File: src/rtl/hz_pkg.sv
package hz_pkg;
  localparam int REG_AW = 5;

  typedef enum logic [1:0] {
    SEL_RF  = 2'b00,
    SEL_WB  = 2'b01,
    SEL_MEM = 2'b10
  } exe_sel_t;
endpackage

File: src/rtl/hz_exe_bypass.sv
module hz_exe_bypass
  import hz_pkg::*;
#(
  parameter int AW = REG_AW
) (
  input  logic [AW-1:0] src,
  input  logic [AW-1:0] dst_m,
  input  logic          wr_en_m,
  input  logic [AW-1:0] dst_w,
  input  logic          wr_en_w,
  output logic [1:0]    sel
);
  logic live;
  logic hit_m;
  logic hit_w;

  assign live  = (src != '0);
  assign hit_m = live && wr_en_m && (src == dst_m);
  assign hit_w = live && wr_en_w && (src == dst_w);

  always_comb begin
    if (hit_m)      sel = SEL_MEM;
    else if (hit_w) sel = SEL_WB;
    else            sel = SEL_RF;
  end

  always_comb begin
    AST_SEL_LEGAL: assert (sel != 2'b11) else $error("illegal select");
    AST_ZERO_NO_BYPASS: assert (src != '0 || sel == SEL_RF) else $error("r0 bypassed");
  end
endmodule

File: src/rtl/hz_cmp_bypass.sv
module hz_cmp_bypass
  import hz_pkg::*;
#(
  parameter int AW = REG_AW
) (
  input  logic [AW-1:0] src,
  input  logic [AW-1:0] dst_m,
  input  logic          wr_en_m,
  output logic          use_m
);
  assign use_m = (src != '0) && wr_en_m && (src == dst_m);

  always_comb begin
    AST_CMP_NEEDS_WRITE: assert (!use_m || wr_en_m) else $error("bypass without write");
  end
endmodule

File: src/rtl/hz_stall_ctl.sv
module hz_stall_ctl
  import hz_pkg::*;
#(
  parameter int AW = REG_AW
) (
  input  logic [AW-1:0] rs_d,
  input  logic [AW-1:0] rt_d,
  input  logic [AW-1:0] rt_e,
  input  logic [AW-1:0] dst_e,
  input  logic [AW-1:0] dst_m,
  input  logic          wr_en_e,
  input  logic          ld_e,
  input  logic          ld_m,
  input  logic          br_d,
  output logic          stall
);
  logic load_use;
  logic br_on_e;
  logic br_on_m;

  assign load_use = ld_e && ((rt_e == rs_d) || (rt_e == rt_d));
  assign br_on_e  = br_d && wr_en_e && ((dst_e == rs_d) || (dst_e == rt_d));
  assign br_on_m  = br_d && ld_m && ((dst_m == rs_d) || (dst_m == rt_d));
  assign stall    = load_use || br_on_e || br_on_m;
endmodule

File: src/rtl/hz_unit.sv
module hz_unit
  import hz_pkg::*;
#(
  parameter int AW = REG_AW
) (
  input  logic [AW-1:0] rs_d,
  input  logic [AW-1:0] rt_d,
  input  logic [AW-1:0] rs_e,
  input  logic [AW-1:0] rt_e,
  input  logic [AW-1:0] dst_e,
  input  logic [AW-1:0] dst_m,
  input  logic [AW-1:0] dst_w,
  input  logic          wr_en_e,
  input  logic          wr_en_m,
  input  logic          wr_en_w,
  input  logic          ld_e,
  input  logic          ld_m,
  input  logic          br_d,
  input  logic          br_taken_d,
  output logic [1:0]    fwd_a_e,
  output logic [1:0]    fwd_b_e,
  output logic          cmp_fwd_a_d,
  output logic          cmp_fwd_b_d,
  output logic          stall_f,
  output logic          stall_d,
  output logic          flush_e,
  output logic          flush_d
);
  localparam int NOPS = 2;

  logic [AW-1:0] src_e [NOPS];
  logic [AW-1:0] src_d [NOPS];
  logic [1:0]    sel_e [NOPS];
  logic          sel_d [NOPS];
  logic          stall;

  assign src_e[0] = rs_e;
  assign src_e[1] = rt_e;
  assign src_d[0] = rs_d;
  assign src_d[1] = rt_d;

  for (genvar i = 0; i < NOPS; i++) begin : g_op
    hz_exe_bypass #(.AW(AW)) u_exe (
      .src    (src_e[i]),
      .dst_m  (dst_m),
      .wr_en_m(wr_en_m),
      .dst_w  (dst_w),
      .wr_en_w(wr_en_w),
      .sel    (sel_e[i])
    );
    hz_cmp_bypass #(.AW(AW)) u_cmp (
      .src    (src_d[i]),
      .dst_m  (dst_m),
      .wr_en_m(wr_en_m),
      .use_m  (sel_d[i])
    );
  end

  hz_stall_ctl #(.AW(AW)) u_stall (
    .rs_d   (rs_d),
    .rt_d   (rt_d),
    .rt_e   (rt_e),
    .dst_e  (dst_e),
    .dst_m  (dst_m),
    .wr_en_e(wr_en_e),
    .ld_e   (ld_e),
    .ld_m   (ld_m),
    .br_d   (br_d),
    .stall  (stall)
  );

  assign fwd_a_e     = sel_e[0];
  assign fwd_b_e     = sel_e[1];
  assign cmp_fwd_a_d = sel_d[0];
  assign cmp_fwd_b_d = sel_d[1];
  assign stall_f     = stall;
  assign stall_d     = stall;
  assign flush_e     = stall;
  assign flush_d     = br_taken_d && !stall;

  always_comb begin
    AST_FLUSH_NOT_IN_STALL: assert (!(flush_d && stall_d)) else $error("flush during stall");
    AST_LOAD_USE_HOLDS: assert (!(ld_e && (rt_e == rs_d || rt_e == rt_d)) || stall_d) else $error("load-use missed");
    AST_BR_LOAD_M_HOLDS: assert (!(br_d && ld_m && (dst_m == rs_d || dst_m == rt_d)) || stall_f) else $error("branch on load missed");
  end
endmodule

File: config.mk
export PLATFORM = sky130hd
export DESIGN_NAME = hz_unit
export DESIGN_NICKNAME = d
export VERILOG_FILES = /design/src/rtl/hz_pkg.sv /design/src/rtl/hz_exe_bypass.sv /design/src/rtl/hz_cmp_bypass.sv /design/src/rtl/hz_stall_ctl.sv /design/src/rtl/hz_unit.sv
export SDC_FILE = /design/constraint.sdc
export NUM_CORES = 1
export LEC_CHECK = 0
export BUFFER_PORTS_ARGS = -buffer_cell sky130_fd_sc_hd__buf_2
export CORE_MARGIN = 8
export CORE_UTILIZATION = 32
export DETAILED_ROUTE_END_ITERATION = 8
export PLACE_DENSITY = 0.71
export REMOVE_ABC_BUFFERS = 1
export SLEW_MARGIN = 10
export SYNTH_ARGS = -nofsm -noshare
export SYNTH_HDL_FRONTEND = slang
export SYNTH_HIERARCHICAL = 1
export SYNTH_SLANG_ARGS = --single-unit
File: constraint.sdc
create_clock -name vclk -period 1.3
set_input_delay 0.13 -clock vclk [all_inputs]
set_output_delay 0.13 -clock vclk [all_outputs]
set_load 0.01 [all_outputs]
# Word level (Yosys, flattened, before mapping)
# Index checks and enable logic that the tools add are counted.
# word_totals
regBits	0
output_inout_bits	10
# classes
n_eq_ne	12
muxes	4
reduce_logical	28
# ops
cell	count
$eq A5 B5 Y1	12
$reduce_bool A5 Y1	4
$logic_and A1 B1 Y1	18
$logic_or A1 B1 Y1	5
$mux W2	2
$mux W1	2
$logic_not A1 Y1	1

# Longest topological paths before layout
# Gate-level depths: netlist (run 1).
# logic_depth
word_depth	7
depth_mapped	6
ltp_nobuf	6

# Modules after synthesis
# The synthesis (run 1) kept the hierarchy.
# by_module_without_submodules
module	instances	cells_each	area_each_um2	seq_area_each_um2
hz_stall_ctl	1	45	351.6	0.0
hz_exe_bypass	2	19	146.4	0.0
hz_cmp_bypass	2	10	76.3	0.0
hz_unit	1	3	28.8	0.0

# Worst setup path after synthesis (run 1)
# No wires, ideal clock.
# synth_timing
kind	input-to-output
startpoint	input rt_d[4]
endpoint	output stall_d
arrival_time_ns	1.241
setup_slack_ns	-0.071
cell_stages	6
path_cell_list	xnor2_1 -> nand3_1 -> nor3_1 -> a31oi_1 -> o211ai_1 -> buf_4
# synth_between
elab_chain_cells	5
word_cells_on_any_way	11
# synth_rtl
item	line_no	rtl
start: declaration	hz_unit.sv:7	input logic [AW-1:0] rt_d,
$eq A5 B5 Y1 (on tied branches)	hz_stall_ctl.sv:21, hz_stall_ctl.sv:22	
$logic_or A1 B1 Y1 (on tied branches)	hz_stall_ctl.sv:21, hz_stall_ctl.sv:22	
$logic_and A1 B1 Y1 (on tied branches)	hz_stall_ctl.sv:21, hz_stall_ctl.sv:22	
$logic_or A1 B1 Y1	hz_stall_ctl.sv:24	assign stall = load_use || br_on_e || br_on_m;
$logic_or A1 B1 Y1 (*)	hz_stall_ctl.sv:24	
end: declaration	hz_unit.sv:25	output logic stall_d,
# Mark *: on every way between the ends. The rest lies on a longest branch, timed or not.

# Worst setup path in the final report (run 1)
# layout_timing
startpoint	input rs_e[0]
endpoint	output fwd_a_e[0]
# layout_between
elab_chain_cells	5
word_cells_on_any_way	9
# layout_rtl
item	line_no	rtl
start: declaration	hz_unit.sv:8	input logic [AW-1:0] rs_e,
$reduce_bool A5 Y1	hz_exe_bypass.sv:17	assign live = (src != '0);
$logic_and A1 B1 Y1 (2 in a row)	hz_exe_bypass.sv:19	assign hit_w = live && wr_en_w && (src == dst_w);
$mux W1	hz_exe_bypass.sv:23	else if (hit_w) sel = SEL_WB;
$mux W2 (*)	hz_exe_bypass.sv:22	if (hit_m) sel = SEL_MEM;
end: declaration	hz_unit.sv:20	output logic [1:0] fwd_a_e,
# Marked as above.

==> impl_metrics.tcl, run 1 <==
set metrics [dict create \
    status "finished, violations left" \
    violations "setup timing" \
    peakVddDrop_v 0.000222 \
    yosys.area.top_type "xnor2_1" \
    crit_arrival_ns 1.25 \
    drv_slew 0 \
    grt_pass1_vias 1201 \
    synth_top_area_share_pct 30.8 \
    area.growth.synth_to_final_pct 90.0 \
    hold_violations 0 \
    critPathMaxFanout 3 \
    drtAntennaViolNets 0 \
    muxShareOfSynthArea_pct 0 \
    fill_cells 195 \
    fp-row-count 18 \
    power.leakage_nw 0.711 \
    cp.required_ns 1.17 \
    netlist-cell-type-count 21 \
    track_usage_pct 14.4 \
    hold_path.class "in2out" \
    drt_iter0_markers 15 \
    final_cell_count_no_fill 215 \
    antenna_found_initial 0 \
    worstSetupEndpoint "fwd_a_e[0]" \
    startpoint "rs_e[0]" \
    synth-compound-area-share_pct 6.52 \
    design.die.area_um2 4460 \
    grt_pass1_wl_um 5250 \
    synth-simple-area-share_pct 28.3 \
    maxSlewHeadroom_pct 75.5 \
    rsz0062_at_grt "yes" \
    tightest_slew_ns 0.365 \
    cp-end-kind "primary output" \
    min_period_ns 1.38 \
    nets 229 \
    clock_buffers 0 \
    die_y_um 66.8 \
    num_vias 1090 \
    period_share_pct 106 \
    grt_start_max_net_pins 9 \
    setup_viol 7 \
    drc_errors 0 \
    syn_area_um2 826 \
    drive_gt1_share_pct 56.2 \
    post_drt_wl_per_cell_um 16.5 \
    drv_cap 0 \
    ios 52 \
    regArea_um2 0 \
    finalWirelength_um 3550 \
    cp-start-kind "input pin" \
    drt_first_pass_iters 4 \
    via_per_inst 5.07 \
    port-buffer-count 52 \
    ys_seq_area_share_pct 0 \
    antenna_cells 0 \
    synth_xor_area_share_pct 61.5 \
    p_per_area_nw_per_um2 340 \
    seq_cells 0 \
    dp.cells 212 \
    postSynthAreaPerCell_um2 7.79 \
    synth_warnings 6 \
    chipWidth_um 66.8 \
    dp_hpwl_um 2710 \
    yosys.area_share.adder_pct 0 \
    ctsHoldBuffers 0 \
    fin_ws_ns -0.0796 \
    grt_overflow_total 0 \
    gp_congestion 0.832 \
    synthTopCellsByArea "xnor2_1 31%, xor2_1 31%, buf_4 3.6%" \
    synth_cells 106 \
    core_area_um2 2450 \
    critPathKind "in2out" \
    synth_top_family_by_area "XOR/XNOR gates" \
    fmax_mhz 725 \
    start_util_pct 33.6 \
    fin_tns_setup_ns -0.396 \
]
metal layers:
layer  part of all wire (%)  vias to the layer above  GRT usage, %
met2                     53                       47          27.5
met1                     39                      510          16.0
met5                      0                        -             0
li1                       -                      529             -
met3                    6.7                        4          2.18
met4                   0.96                        0          2.93
placed cells by master, fill, tap and decap left out, types with 3 or more instances in the layout:
| master | Yosys | layout |
|---|---|---|
| nor4_2 | 2 | 3 |
| buf_2 | 0 | 34 |
| a31oi_1 | 3 | 3 |
| xnor2_1 | 29 | 24 |
| nor3_1 | 5 | 4 |
| buf_6 | 0 | 13 |
| nand2_1 | 6 | 6 |
| xnor2_2 | 0 | 5 |
| buf_4 | 4 | 30 |
| xor2_1 | 29 | 27 |
| buf_8 | 0 | 5 |
| nand4_1 | 4 | 4 |
synthesized netlist by cell type (all sizes together):
cell type / number
nand3: 1
nor3: 6
xor2: 29
nor2b: 1
o211ai: 1
and3b: 2
nand2: 6
nor4: 6
o21ai: 2
buf: 4
or4: 2
and4: 2
a31oi: 3
nor2: 2
nand4: 4
xnor2: 29
or2: 2
a2111oi: 2
and2: 2
critical path, stage by stage:
cell and delay [ns]:
buf_2 0.14, xnor2_1 0.20, nand4_1 0.16, a2111oi_2 0.41, buf_2 0.20
final cells by class:
cell class / count / area, um2 / share of cell area (%)
repair buffers: 83 / 624 / 39.8
multi-input cells: 102 / 907 / 57.8
well taps: 30 / 37.5 / 2.39
how the worst min path moves through the flow:
| stage | from | endpoint | cells after the start |
|---|---|---|---|
| 2_1_floorplan | br_taken_d | flush_d | 1 |
| 3_3_place_gp | br_taken_d | flush_d | 3 |
| 3_5_place_dp | br_taken_d | flush_d | 3 |
| 4_1_cts | br_taken_d | flush_d | 3 |
| 5_1_grt | br_taken_d | flush_d | 3 |
| 6_report | br_taken_d | flush_d | 3 |
power breakdown:
group,internal (mW),switching [mW]
logic,0.292,0.241
registers,0,0
clock network,0,0
cell families after synthesis:
family,count (synthesis)
and+or+nand+nor,36
xor gates and xnor gates,58
buffers and inverters,4
AOI/OAI and AO/OA,8
timing repair:
action / 4_1_cts / 5_1_grt
buffers inserted: 3 / 1
gates cloned: 0 / 0
gates resized for setup: 29 / 32
pin swaps: 14 / 19
hold endpoints to repair: 0 / 0
endpoints found under the setup margin: 8 / 9
through the flow:
| step | instance area, um2 | hold slack (ns) | power (mW) | util (%) | setup WS, ns |
|---|---|---|---|---|---|
| 2_1_floorplan | 796 | 0.372 | 0.184 | - | -0.144 |
| 3_3_place_gp | 1300 | 0.567 | 0.414 | 53.1 | -0.149 |
| 3_5_place_dp | 1300 | 0.587 | 0.430 | 53.1 | -0.213 |
| 4_1_cts | 1420 | 0.572 | 0.471 | 57.6 | -0.0700 |
| 5_1_grt | 1570 | 0.585 | 0.570 | 63.9 | -0.206 |
| 6_report | 1570 | 0.566 | 0.533 | 63.9 | -0.0796 |
Power figures use the tool's default switching activity.
==> run 2: changes to the inputs <==
==> constraint.sdc (replaced) <==
create_clock -name vclk -period 1.3
set_input_delay 0 -clock vclk [all_inputs]
set_output_delay 0 -clock vclk [all_outputs]
set_load 0.01 [all_outputs]
==> impl_metrics.tcl, run 2 (synthesized netlist as in run 1, its figures left out) <==
set metrics [dict create \
    postCtsResizedCells 0 \
    hold_violations 0 \
    nets 199 \
    drtAntennaViolNets 0 \
    peakVddDrop_v 0.000178 \
    num_vias 922 \
    drt_first_pass_iters 4 \
    design.die.area_um2 4460 \
    area.growth.synth_to_final_pct 33.3 \
    setup_viol 0 \
    grt_pass1_wl_um 4440 \
    finalWirelength_um 2770 \
    track_usage_pct 12.1 \
    crit_chain "buf_2 -> xor2_1 -> nor4_1 -> a31oi_1 -> o211ai_1 -> buf_4 -> nor2b_4 -> buf_2" \
    critPathMaxFanout 5 \
    antenna_cells 0 \
    drt_iter0_markers 32 \
    critPathKind "in2out" \
    ios 52 \
    power_frac_clock_pct 0 \
    post_drt_wl_per_cell_um 15.0 \
    fill_cells 253 \
    gp_congestion 0.792 \
    tightest_slew_ns 0.347 \
    grt_start_max_net_pins 9 \
    drv_cap 0 \
    min_period_ns 1.23 \
    regArea_um2 0 \
    most-common-layout-cells "52 x buf_2, 29 x xnor2_1, 29 x xor2_1, 6 x nand2_1, 5 x nor3_1" \
    via_per_inst 4.98 \
    seq_cells 0 \
    status "completed" \
    cp-start-kind "input pin" \
    start_util_pct 33.6 \
    multiInputGateArea_um2 796 \
    utilization_pct 44.9 \
    dp_hpwl_um 2430 \
    fmax_mhz 815 \
    fp-row-count 18 \
    final_common_cell "buf_2" \
    combPwrFrac_pct 100.0 \
    switchingPower_uw 188 \
    grt_overflow_total 0 \
    p_per_area_nw_per_um2 329 \
    cp-end-kind "primary output" \
    fin_tns_setup_ns 0 \
    drc_errors 0 \
    crit_arrival_ns 1.23 \
    die_y_um 66.8 \
    rsz0062_at_grt "no" \
    seqPwrFrac_pct 0 \
    drive_gt1_share_pct 36.8 \
    clock_buffers 0 \
    port-buffer-count 52 \
    chipWidth_um 66.8 \
    hold_path.class "in2out" \
    switching_share_pct 51.8 \
    maxSlewHeadroom_pct 76.3 \
    drv_slew 0 \
    core_area_um2 2450 \
    internal_power_uw 175 \
    crit_slowest_cell "nor4_1" \
    crit_path_frequent_cell "buf_2" \
    grt_pass1_vias 1000 \
    cp.required_ns 1.30 \
    critPathMaxStageDelay_ns 0.30 \
    period_share_pct 94.4 \
    antenna_found_initial 0 \
    power.leakage_nw 0.483 \
]
-- run 2: changes by cell type in the layout (fill, tap and decap cells not counted), sizes merged --
cell / before / now
buf: 82 / 53
clkbuf: 1 / 0
-- run 2: what timing repair did --
item,CTS,global route
setup buffers,0,1
setup endpoints to repair,0,4
hold buffers,0,0
-- run 2: critical path, delay by kind of cell --
kind                      cells  cell delay, ns
buffers and inverters         3            0.44
AOI/OAI and AO/OA             2            0.28
and+or+nand+nor               2            0.33
xor gates and xnor gates      1            0.17
-- run 2: routing by layer --
metal  wire [um]  vias up  GRT usage [%]  share of wire [%]
li1            -      471              -                  -
met1        1180      413           13.9                 43
met2        1320       38           22.7                 48
met3         260        0           3.19                9.4
met4           0        0              0                  0
met5           0        -              0                  0
-- run 2: metrics by stage --
| step | power (mW) | hold slack [ns] | setup slack [ns] | instances | instance area (um2) |
|---|---|---|---|---|---|
| final | 0.363 | 0.313 | 0.0728 | 185 | 1100 |
| after global routing | 0.397 | 0.332 | 0.0110 | 185 | 1100 |
| after CTS | 0.363 | 0.320 | 0.0166 | 184 | 1090 |
| after detailed placement | 0.361 | 0.320 | 0.0277 | 184 | 1090 |
| after global placement | 0.350 | 0.307 | 0.0913 | 184 | 1090 |
| after floorplan | 0.184 | 0.112 | 0.116 | 102 | 796 |
-- run 2: path summary, 6_finish.rpt --
kind | startpoint | depth (start not counted) | to | slack, ns
worst max-delay path | rt_e[4] | 8 | flush_d | 0.07
worst min-delay path | br_taken_d | 3 | flush_d | 0.31
-- run 2: area by class of cell --
cell class	instances	area share, %
multi-input combinational	102	72.3
timing repair buffer	53	24.3
tap	30	3.41
-- run 2: power by group through the flow --
stage                     Combinational (mW)  Sequential, mW  Clock, mW
final                                  0.363               0          0
after global routing                   0.397               0          0
after CTS                              0.363               0          0
after detailed placement               0.361               0          0
after global placement                 0.350               0          0
after floorplan                        0.184               0          0
